==> src/rtl/rx_poll_pkg.sv <==
package rx_poll_pkg;
  typedef enum logic [1:0] {
    MODE_SLEEP   = 2'd0,
    MODE_STARTUP = 2'd1,
    MODE_BITCHK  = 2'd2,
    MODE_RECV    = 2'd3
  } rx_mode_e;
endpackage

==> src/rtl/rx_poll_sleep_timer.sv <==
module rx_poll_sleep_timer #(
  parameter int unsigned SLEEP_W = 8
) (
  input  logic               clk_i,
  input  logic               rst_ni,
  input  logic               run_i,
  input  logic [SLEEP_W-1:0] limit_i,
  output logic               expire_o
);
  localparam int unsigned CW = SLEEP_W + 1;

  logic [CW-1:0] cnt_q;
  logic [CW-1:0] lim;

  // zero length behaves as one cycle
  assign lim      = (limit_i == '0) ? CW'(1) : {1'b0, limit_i};
  assign expire_o = run_i && ((cnt_q + CW'(1)) >= lim);

  always_ff @(posedge clk_i or negedge rst_ni) begin
    if (!rst_ni)                cnt_q <= '0;
    else if (!run_i || expire_o) cnt_q <= '0;
    else                        cnt_q <= cnt_q + CW'(1);
  end
endmodule

==> src/rtl/rx_poll_fsm.sv <==
module rx_poll_fsm
  import rx_poll_pkg::*;
(
  input  logic     clk_i,
  input  logic     rst_ni,
  input  logic     poll_en_i,
  input  logic     off_cmd_i,
  input  logic     chk_done_i,
  input  logic     chk_ok_i,
  input  logic     startup_done_i,
  input  logic     sleep_expire_i,
  output rx_mode_e mode_o
);
  rx_mode_e mode_q, mode_d;

  always_comb begin
    mode_d = mode_q;
    unique case (mode_q)
      MODE_SLEEP: begin
        if (!poll_en_i || sleep_expire_i) mode_d = MODE_STARTUP;
      end
      MODE_STARTUP: begin
        if (startup_done_i) mode_d = MODE_BITCHK;
      end
      MODE_BITCHK: begin
        if (chk_done_i) begin
          if (chk_ok_i)       mode_d = MODE_RECV;
          else if (poll_en_i) mode_d = MODE_SLEEP;
        end
      end
      MODE_RECV: begin
        // low pin: skip sleep, re-run bit check
        if (off_cmd_i) mode_d = poll_en_i ? MODE_SLEEP : MODE_STARTUP;
      end
      default: mode_d = MODE_SLEEP;
    endcase
  end

  always_ff @(posedge clk_i or negedge rst_ni) begin
    if (!rst_ni) mode_q <= MODE_SLEEP;
    else         mode_q <= mode_d;
  end

  assign mode_o = mode_q;
endmodule

==> src/rtl/rx_poll_seq.sv <==
module rx_poll_seq
  import rx_poll_pkg::*;
#(
  parameter int unsigned SLEEP_W = 8
) (
  input  logic               clk_i,
  input  logic               rst_ni,
  input  logic               poll_en_i,
  input  logic               off_cmd_i,
  input  logic               chk_done_i,
  input  logic               chk_ok_i,
  input  logic               startup_done_i,
  input  logic [SLEEP_W-1:0] sleep_cycles_i,
  input  logic               noise_dis_i,
  output logic [1:0]         mode_o,
  output logic               sleep_tmr_en_o,
  output logic               noise_dis_o
);
  rx_mode_e mode;
  logic     in_sleep;
  logic     expire;
  logic     noise_q;

  assign in_sleep = (mode == MODE_SLEEP);

  rx_poll_sleep_timer #(.SLEEP_W(SLEEP_W)) u_timer (
    .clk_i    (clk_i),
    .rst_ni   (rst_ni),
    .run_i    (in_sleep),
    .limit_i  (sleep_cycles_i),
    .expire_o (expire)
  );

  rx_poll_fsm u_fsm (
    .clk_i          (clk_i),
    .rst_ni         (rst_ni),
    .poll_en_i      (poll_en_i),
    .off_cmd_i      (off_cmd_i),
    .chk_done_i     (chk_done_i),
    .chk_ok_i       (chk_ok_i),
    .startup_done_i (startup_done_i),
    .sleep_expire_i (expire),
    .mode_o         (mode)
  );

  always_ff @(posedge clk_i or negedge rst_ni) begin
    if (!rst_ni) noise_q <= 1'b0;
    else         noise_q <= noise_dis_i;
  end

  assign mode_o         = mode;
  assign sleep_tmr_en_o = in_sleep;
  assign noise_dis_o    = noise_q;
endmodule

==> config.mk <==
export PLATFORM = sky130hd
export DESIGN_NAME = rx_poll_seq
export DESIGN_NICKNAME = d
export VERILOG_FILES = /design/src/rtl/rx_poll_pkg.sv /design/src/rtl/rx_poll_sleep_timer.sv /design/src/rtl/rx_poll_fsm.sv /design/src/rtl/rx_poll_seq.sv
export SDC_FILE = /design/constraint.sdc
export NUM_CORES = 1
export LEC_CHECK = 0
export CORE_UTILIZATION = 45
export CTS_CLUSTER_SIZE = 30
export DETAILED_ROUTE_END_ITERATION = 10
export GPL_TIMING_DRIVEN = 1
export PLACE_DENSITY = 0.74
export SYNTH_ARGS = -nofsm -noshare
export SYNTH_HDL_FRONTEND = slang
export SYNTH_SLANG_ARGS = --single-unit
==> constraint.sdc <==
create_clock -name clk_i -period 4.68 [get_ports clk_i]
set_input_delay 0.936 -clock clk_i [delete_from_list [all_inputs] [get_ports clk_i]]
set_output_delay 0.936 -clock clk_i [all_outputs]
set_load 0.05 [all_outputs]
==> results of run 1 <==
## cell type report
class | count | area [sq um] | share of cell area
Tap cell | 16 | 20.0 | 0.0201
Sequential cell | 12 | 300 | 0.302
Inverter | 10 | 37.5 | 0.0377
Multi-Input combinational cell | 59 | 424 | 0.426
Timing Repair Buffer | 19 | 190 | 0.191
Clock buffer | 3 | 22.5 | 0.0226
## power by group
part / total (mW) / switching [mW] / internal [mW]
Combinational: 0.140 / 0.0797 / 0.0599
Clock: 0.0623 / 0.0325 / 0.0298
Sequential: 0.136 / 0.0204 / 0.115
Total: 0.338 / 0.133 / 0.205
## cell families after synthesis
| logic type | Yosys count | share of synthesized area |
|---|---|---|
| DFF | 12 | 0.392 |
| other | 1 | 0.00489 |
| AOI/OAI and AO/OA | 15 | 0.140 |
| adders and majority gates | 9 | 0.147 |
| buffers and inverters | 11 | 0.0555 |
| and+or+nand+nor | 27 | 0.181 |
| xor gates and xnor gates | 7 | 0.0799 |
## layout by cell type, fill, tap and decap left out, types with 2 or more instances in the layout
cell type / Yosys / final
sky130_fd_sc_hd__a21oi_1: 2 / 2
sky130_fd_sc_hd__clkbuf_4: 0 / 3
sky130_fd_sc_hd__clkdlybuf4s50_1: 0 / 19
sky130_fd_sc_hd__dfrtp_1: 12 / 12
sky130_fd_sc_hd__ha_1: 9 / 9
sky130_fd_sc_hd__inv_1: 10 / 10
sky130_fd_sc_hd__nand2_1: 2 / 2
sky130_fd_sc_hd__nand3_1: 5 / 5
sky130_fd_sc_hd__nor2_1: 7 / 7
sky130_fd_sc_hd__nor2b_1: 8 / 8
sky130_fd_sc_hd__o21ai_0: 4 / 4
sky130_fd_sc_hd__xnor2_1: 3 / 3
sky130_fd_sc_hd__xor2_1: 4 / 4
## per-stage QoR
step           cell area, sq um  cells  total power, mW  hold slack (ns)
2_1_floorplan               767     82            0.227            0.478
6_report                    995    119            0.338            0.541
4_1_cts                     995    119            0.341            0.540
5_1_grt                     995    119            0.361            0.581
3_5_place_dp                972    116            0.278            0.530
3_3_place_gp                972    116            0.277            0.531
## Yosys cell counts, drive strengths merged
master,instances
xor2,4
nor2b,8
o21ai,5
a22o,1
xnor2,3
a21boi,1
a41o,1
conb,1
a21oi,2
nand2b,1
o21bai,1
nor3,1
a32oi,1
nand2,2
inv,10
a21o,1
a211oi,1
nand3,5
ha,9
or3,1
nand4,1
a2111oi,1
buf,1
dfrtp,12
nor4,1
nor2,7
## path summary, 6_finish.rpt
| kind | startpoint | cells after the start | endpoint | slack [ns] |
|---|---|---|---|---|
| setup / recovery | sleep_cycles_i[5] | 9 | u_fsm.mode_o[0] | 1.71 |
| hold / removal | u_timer.cnt_q[0] | 1 | u_timer.cnt_q[0] | 0.54 |
| setup reg to reg | u_timer.cnt_q[0] | 10 | u_fsm.mode_o[0] | 1.74 |
| hold reg to reg | u_timer.cnt_q[0] | 1 | u_timer.cnt_q[0] | 0.54 |
| max in group asynchronous | rst_ni | 1 | u_fsm.mode_o[0] | 3.30 |
| min in group asynchronous | rst_ni | 1 | u_timer.cnt_q[2] | 1.02 |
## flip-flops by register name (all words and copies together), names as in the netlist
| register | flops |
|---|---|
| u_timer.cnt_q | 9 |
| u_fsm.mode_o | 2 |
| noise_dis_o | 1 |
## layer usage
layer,track usage,wire length [um],share of wire,vias up
li1,-,-,-,325
met1,0.234,658,0.46,293
met2,0.322,716,0.50,15
met3,0.0426,53,0.037,2
met4,0.0909,14,0.0097,0
met5,0,0,0,-
==> out/qor.csv, run 1 <==
stage,metric,value,unit
synthesis,Post-Synthesis Cells,82,
clock_network,maximum level of the CTS H-tree,1,
clock_network,post-CTS sizing,0,
routing,Pre-antenna DRT Iters,3,
clock_network,clk sinks,12,
grt,global-route congestion overflow total,0,
setup_path,kind of end point of the critical path,flip-flop,
setup_path,Required @ worst endpoint,4.84,ns
synthesis,Synthesized Nets,107,
grt,first-pass GRT wire length,2.66,mm
routing,Detail Route Antenna Nets,0,
sta,worst slew pin tran,0.551,ns
floorplan,standard-cell rows,14,
cells_and_area,fraction of layout instances using a drive strength above 1,0.0388,
cells_and_area,area added between synthesis and finish,29.7,%
routing,wire length after detailed routing,1.44,mm
synthesis,top area cells in the synthesized netlist,"sky130_fd_sc_hd__dfrtp_1, sky130_fd_sc_hd__ha_1, sky130_fd_sc_hd__nor2b_1",
floorplan,initial core utilization,0.498,
sta,maximum operating frequency,0.337,GHz
sta,final worst path period share,0.635,
sta,setup_tns,0,ns
sta,"Worst Setup Slack, final",1.71,ns
clock_network,root buf cell,sky130_fd_sc_hd__clkbuf_4,
synthesis,#FFs+latches synth,12,
routing,wire length per cell after detailed routing,12.1,um
floorplan,floorplan die width,43.3,um
min_path,path class of the lowest-slack min-delay path,reg -> reg,
status,result of the run,finished clean,
routing,initial DRC count,1,
clock_network,Max Root-Sink Buffers,2,
sta,number of hold violations in the final report,0,
grt,number of antenna violations at the first check in global routing,0,
grt,Tot GR Track Use,0.193,
synthesis,netlist area before placement,767,sq um
sta,Period minus WS final,2.97,ns
clock_network,total CTS buffers,3,
power_and_ir_drop,worst vdd rail ir drop,0.192,mV
power_and_ir_drop,standby leakage power,0.476,nW
synthesis,library cell with the largest summed area after synthesis,sky130_fd_sc_hd__dfrtp_1,
routing,via density per instance,5.34,
setup_path,data arrival time at the worst-slack endpoint,3.13,ns
setup_path,critical path startpoint category,input port,
sta,RSZ-0062 raised after global routing,false,
sta,relative slew slack,0.631,
clock_network,post-CTS setup buffers,0,
grt,pin count of the biggest net entering global routing,13,
routing,total DRC errors in the routed layout,0,
clock_network,clock insertion delay at the later pin of the skew report,0.27,ns
place,HPWL after detailed placement,1.19,mm
floorplan,height of the die,43.3,um
setup_path,slowest stage cell on the critical path,sky130_fd_sc_hd__or3_1,
flow_run,max-cap violation count,0,
clock_network,TritonCTS clock tree,yes,
sta,number of slew-limit violations in the final report,0,
cells_and_area,number of fill cells in the layout,140,
synthesis,Unique masters post-synth,27,
synthesis,synth warn,0,
cells_and_area,post-layout util,0.645,
routing,via count,635,
clock_network,count of hold buffers inserted by post-cts repair,0,
setup_path,startpoint-to-endpoint class of the critical path,in -> reg,
cells_and_area,number of nets in the finished design,130,
sta,clk_skew,0.00108,ns
setup_path,Critical path buffers and inverters,1,
sta,Setup Viol. Count Final,0,
cells_and_area,number of inserted diodes,0,
clock_network,clock slew at the register clock pins of the worst setup and hold paths,0.07,ns
floorplan,standard cell core area,0.00154,sq mm
setup_path,largest fanout on the critical path,9,
setup_path,sequence of cells on the critical path,"clkdlybuf4s50_1, nor4_1, a41o_1, ha_1, nand2b_1, nand3_1, a211oi_1, or3_1, a22o_1",
place,Placer Congestion,0.849,
floorplan,die area,0.00187,sq mm
floorplan,I/O pin count,20,
place,Buffers on Ports,19,
synthesis,Avg Synthesized Cell Area,9.35,sq um
place,worst setup slack before clock tree synthesis,1.38,ns
grt,number of global-route vias before repair,657,
power_and_ir_drop,power density over the cells,339,mW/mm^2
synthesis,register area share after synthesis,0.392,
synthesis,Yosys top cell area share,0.392,
setup_path,category of cells accounting for the largest share of critical-path delay,simple AND/OR/NAND/NOR gates,
setup_path,largest stage delay on the critical path,0.52,ns
No activity file was read; power rests on OpenSTA's default activity.
==> inputs of run 2 (changes only) <==
Settings changed: CORE_UTILIZATION 45 to 42, PLACE_DENSITY 0.74 to 0.72.
Clock period 4.68 ns to 2.45 ns, I/O delays scaled along.
==> out/qor.csv, run 2 (synthesized netlist as in run 1, its figures left out) <==
stage,metric,value,unit
status,result of the run,"finished, violations left",
status,violations in the final reports,setup timing,
grt,Tot GR Track Use,0.206,
power_and_ir_drop,power density over the cells,599,mW/mm^2
clock_network,clk sinks,12,
floorplan,standard-cell rows,15,
routing,Detail Route Antenna Nets,0,
clock_network,clock slew at the register clock pins of the worst setup and hold paths,0.06,ns
routing,Pre-antenna DRT Iters,3,
power_and_ir_drop,standby leakage power,0.549,nW
grt,pin count of the biggest net entering global routing,13,
cells_and_area,number of inserted diodes,0,
setup_path,Critical path buffers and inverters,1,
routing,wire length per cell after detailed routing,12.1,um
clock_network,count of hold buffers inserted by post-cts repair,0,
setup_path,critical path startpoint category,flip-flop,
setup_path,Required @ worst endpoint,2.64,ns
power_and_ir_drop,Gate power share,0.460,
power_and_ir_drop,Internal,0.426,mW
place,"number of placed instances, taps included",138,
cells_and_area,fraction of layout instances using a drive strength above 1,0.214,
place,worst setup slack before clock tree synthesis,-0.243,ns
sta,Period minus WS final,2.52,ns
power_and_ir_drop,net switching power of the design,0.276,mW
routing,initial DRC count,3,
clock_network,maximum level of the CTS H-tree,1,
floorplan,standard cell core area,0.00173,sq mm
cells_and_area,most used cells in the layout excluding fill and tap cells,"sky130_fd_sc_hd__clkdlybuf4s50_1, sky130_fd_sc_hd__dfrtp_1, sky130_fd_sc_hd__buf_4",
sta,"Worst Setup Slack, final",-0.0721,ns
routing,wire length after detailed routing,1.72,mm
setup_path,largest fanout on the critical path,4,
flow_run,max-cap violation count,0,
sta,clk_skew,0.0114,ns
sta,worst slew pin tran,0.516,ns
cells_and_area,number of nets in the finished design,144,
sta,setup_tns,-0.457,ns
sta,number of hold violations in the final report,0,
sta,Setup Viol. Count Final,8,
routing,via density per instance,4.72,
setup_path,data arrival time at the worst-slack endpoint,2.71,ns
power_and_ir_drop,worst vdd rail ir drop,0.406,mV
power_and_ir_drop,clock share of power,0.166,
floorplan,die area,0.00200,sq mm
cells_and_area,number of fill cells in the layout,143,
power_and_ir_drop,relative contribution of sequential cells to total power,0.374,
clock_network,Max Root-Sink Buffers,2,
cells_and_area,"leading cell type in the layout, fill and taps excluded",sky130_fd_sc_hd__clkdlybuf4s50_1,
setup_path,kind of end point of the critical path,flip-flop,
power_and_ir_drop,sw frac,0.393,
place,Buffers on Ports,19,
clock_network,total CTS buffers,3,
setup_path,largest stage delay on the critical path,0.38,ns
setup_path,category of cells accounting for the largest share of critical-path delay,simple AND/OR/NAND/NOR gates,
grt,number of global-route vias before repair,695,
sta,maximum operating frequency,0.396,GHz
min_path,path class of the lowest-slack min-delay path,reg -> reg,
routing,total DRC errors in the routed layout,0,
grt,global-route congestion overflow total,0,
cells_and_area,filler-free cell count of the finished design,142,
setup_path,sequence of cells on the critical path,"ha_2, nand3_4, nor2_4, xor2_2, ha_1, a21o_1, a2111oi_4, o21ai_1, or3_4, buf_6, nor2b_1",
cells_and_area,register name with the most flops,u_timer.cnt_q,
clock_network,root buf cell,sky130_fd_sc_hd__clkbuf_4,
sta,final worst path period share,1.03,
sta,number of slew-limit violations in the final report,0,
floorplan,I/O pin count,20,
floorplan,floorplan die width,44.7,um
sta,RSZ-0062 raised after global routing,true,
floorplan,initial core utilization,0.444,
setup_path,slowest stage cell on the critical path,sky130_fd_sc_hd__or3_4,
clock_network,clock insertion delay at the later pin of the skew report,0.27,ns
cells_and_area,number of flip-flops under the largest register name,9,
setup_path,startpoint-to-endpoint class of the critical path,reg -> reg,
grt,number of antenna violations at the first check in global routing,0,
sta,relative slew slack,0.655,
place,HPWL after detailed placement,1.41,mm
clock_network,TritonCTS clock tree,yes,
floorplan,height of the die,44.7,um
place,Placer Congestion,0.853,
sta,worst hold margin,0.555,ns
cells_and_area,area added between synthesis and finish,52.7,%
grt,first-pass GRT wire length,2.93,mm
routing,via count,670,
==> run 2: cell types whose count changed in the layout (fill, tap and decap cells not counted), sizes merged <==
cell,delta
buf,+14
==> run 2: per-layer routing <==
metal  share of wire  GRT usage  up-vias
met5               0          0        -
met4           0.012     0.0909        0
met3           0.020     0.0360        2
met2            0.51      0.359       11
met1            0.45      0.247      309
li1                -          -      348
==> run 2: final cells by class <==
cell class,count,area [sq um],area share
clock buffer,3,22.5,0.0192
inverter,10,37.5,0.0321
multi-input combinational,59,477,0.407
sequential,12,300,0.256
tap,25,31.3,0.0267
timing repair buffer,33,303,0.259
==> run 2: through the flow <==
step	power [mW]	area, sq um	util
after CTS	0.699	1140	0.659
final	0.702	1170	0.678
after floorplan	0.441	781	-
after global placement	0.557	1090	0.630
after detailed placement	0.564	1090	0.630
after global routing	0.753	1170	0.678
==> run 2: power by group through the flow <==
stage	Combinational [mW]	Sequential (mW)	Clock [mW]
final	0.323	0.263	0.116
after floorplan	0.127	0.314	0
after CTS	0.312	0.264	0.122
after detailed placement	0.302	0.262	0
after global routing	0.349	0.269	0.135
after global placement	0.296	0.260	0
==> run 2: path summary, 6_finish.rpt <==
check                            startpoint                to  slack, ns  depth (start not counted)
max in group asynchronous            rst_ni   u_fsm.mode_o[0]       1.53                          1
min reg2reg                u_timer.cnt_q[0]  u_timer.cnt_q[0]       0.55                          2
min in group asynchronous            rst_ni  u_timer.cnt_q[5]       0.56                          1
min                        u_timer.cnt_q[0]  u_timer.cnt_q[0]       0.55                          2
max reg2reg                u_timer.cnt_q[1]  u_timer.cnt_q[3]      -0.07                         11
max                        u_timer.cnt_q[1]  u_timer.cnt_q[3]      -0.07                         11
==> run 2: repair_timing <==
action / 4_1_cts / 5_1_grt
resized for setup: 3 / 7
endpoints found under the setup margin: 9 / 9
setup buffers: 1 / 0
pin swaps: 4 / 2
==> run 2: tightest hold or removal path, delay by kind of cell (launching register included) <==
family | cells | cell delay, ns
buffers and inverters | 1 | 0.13
DFF | 1 | 0.35
and+or+nand+nor | 1 | 0.04
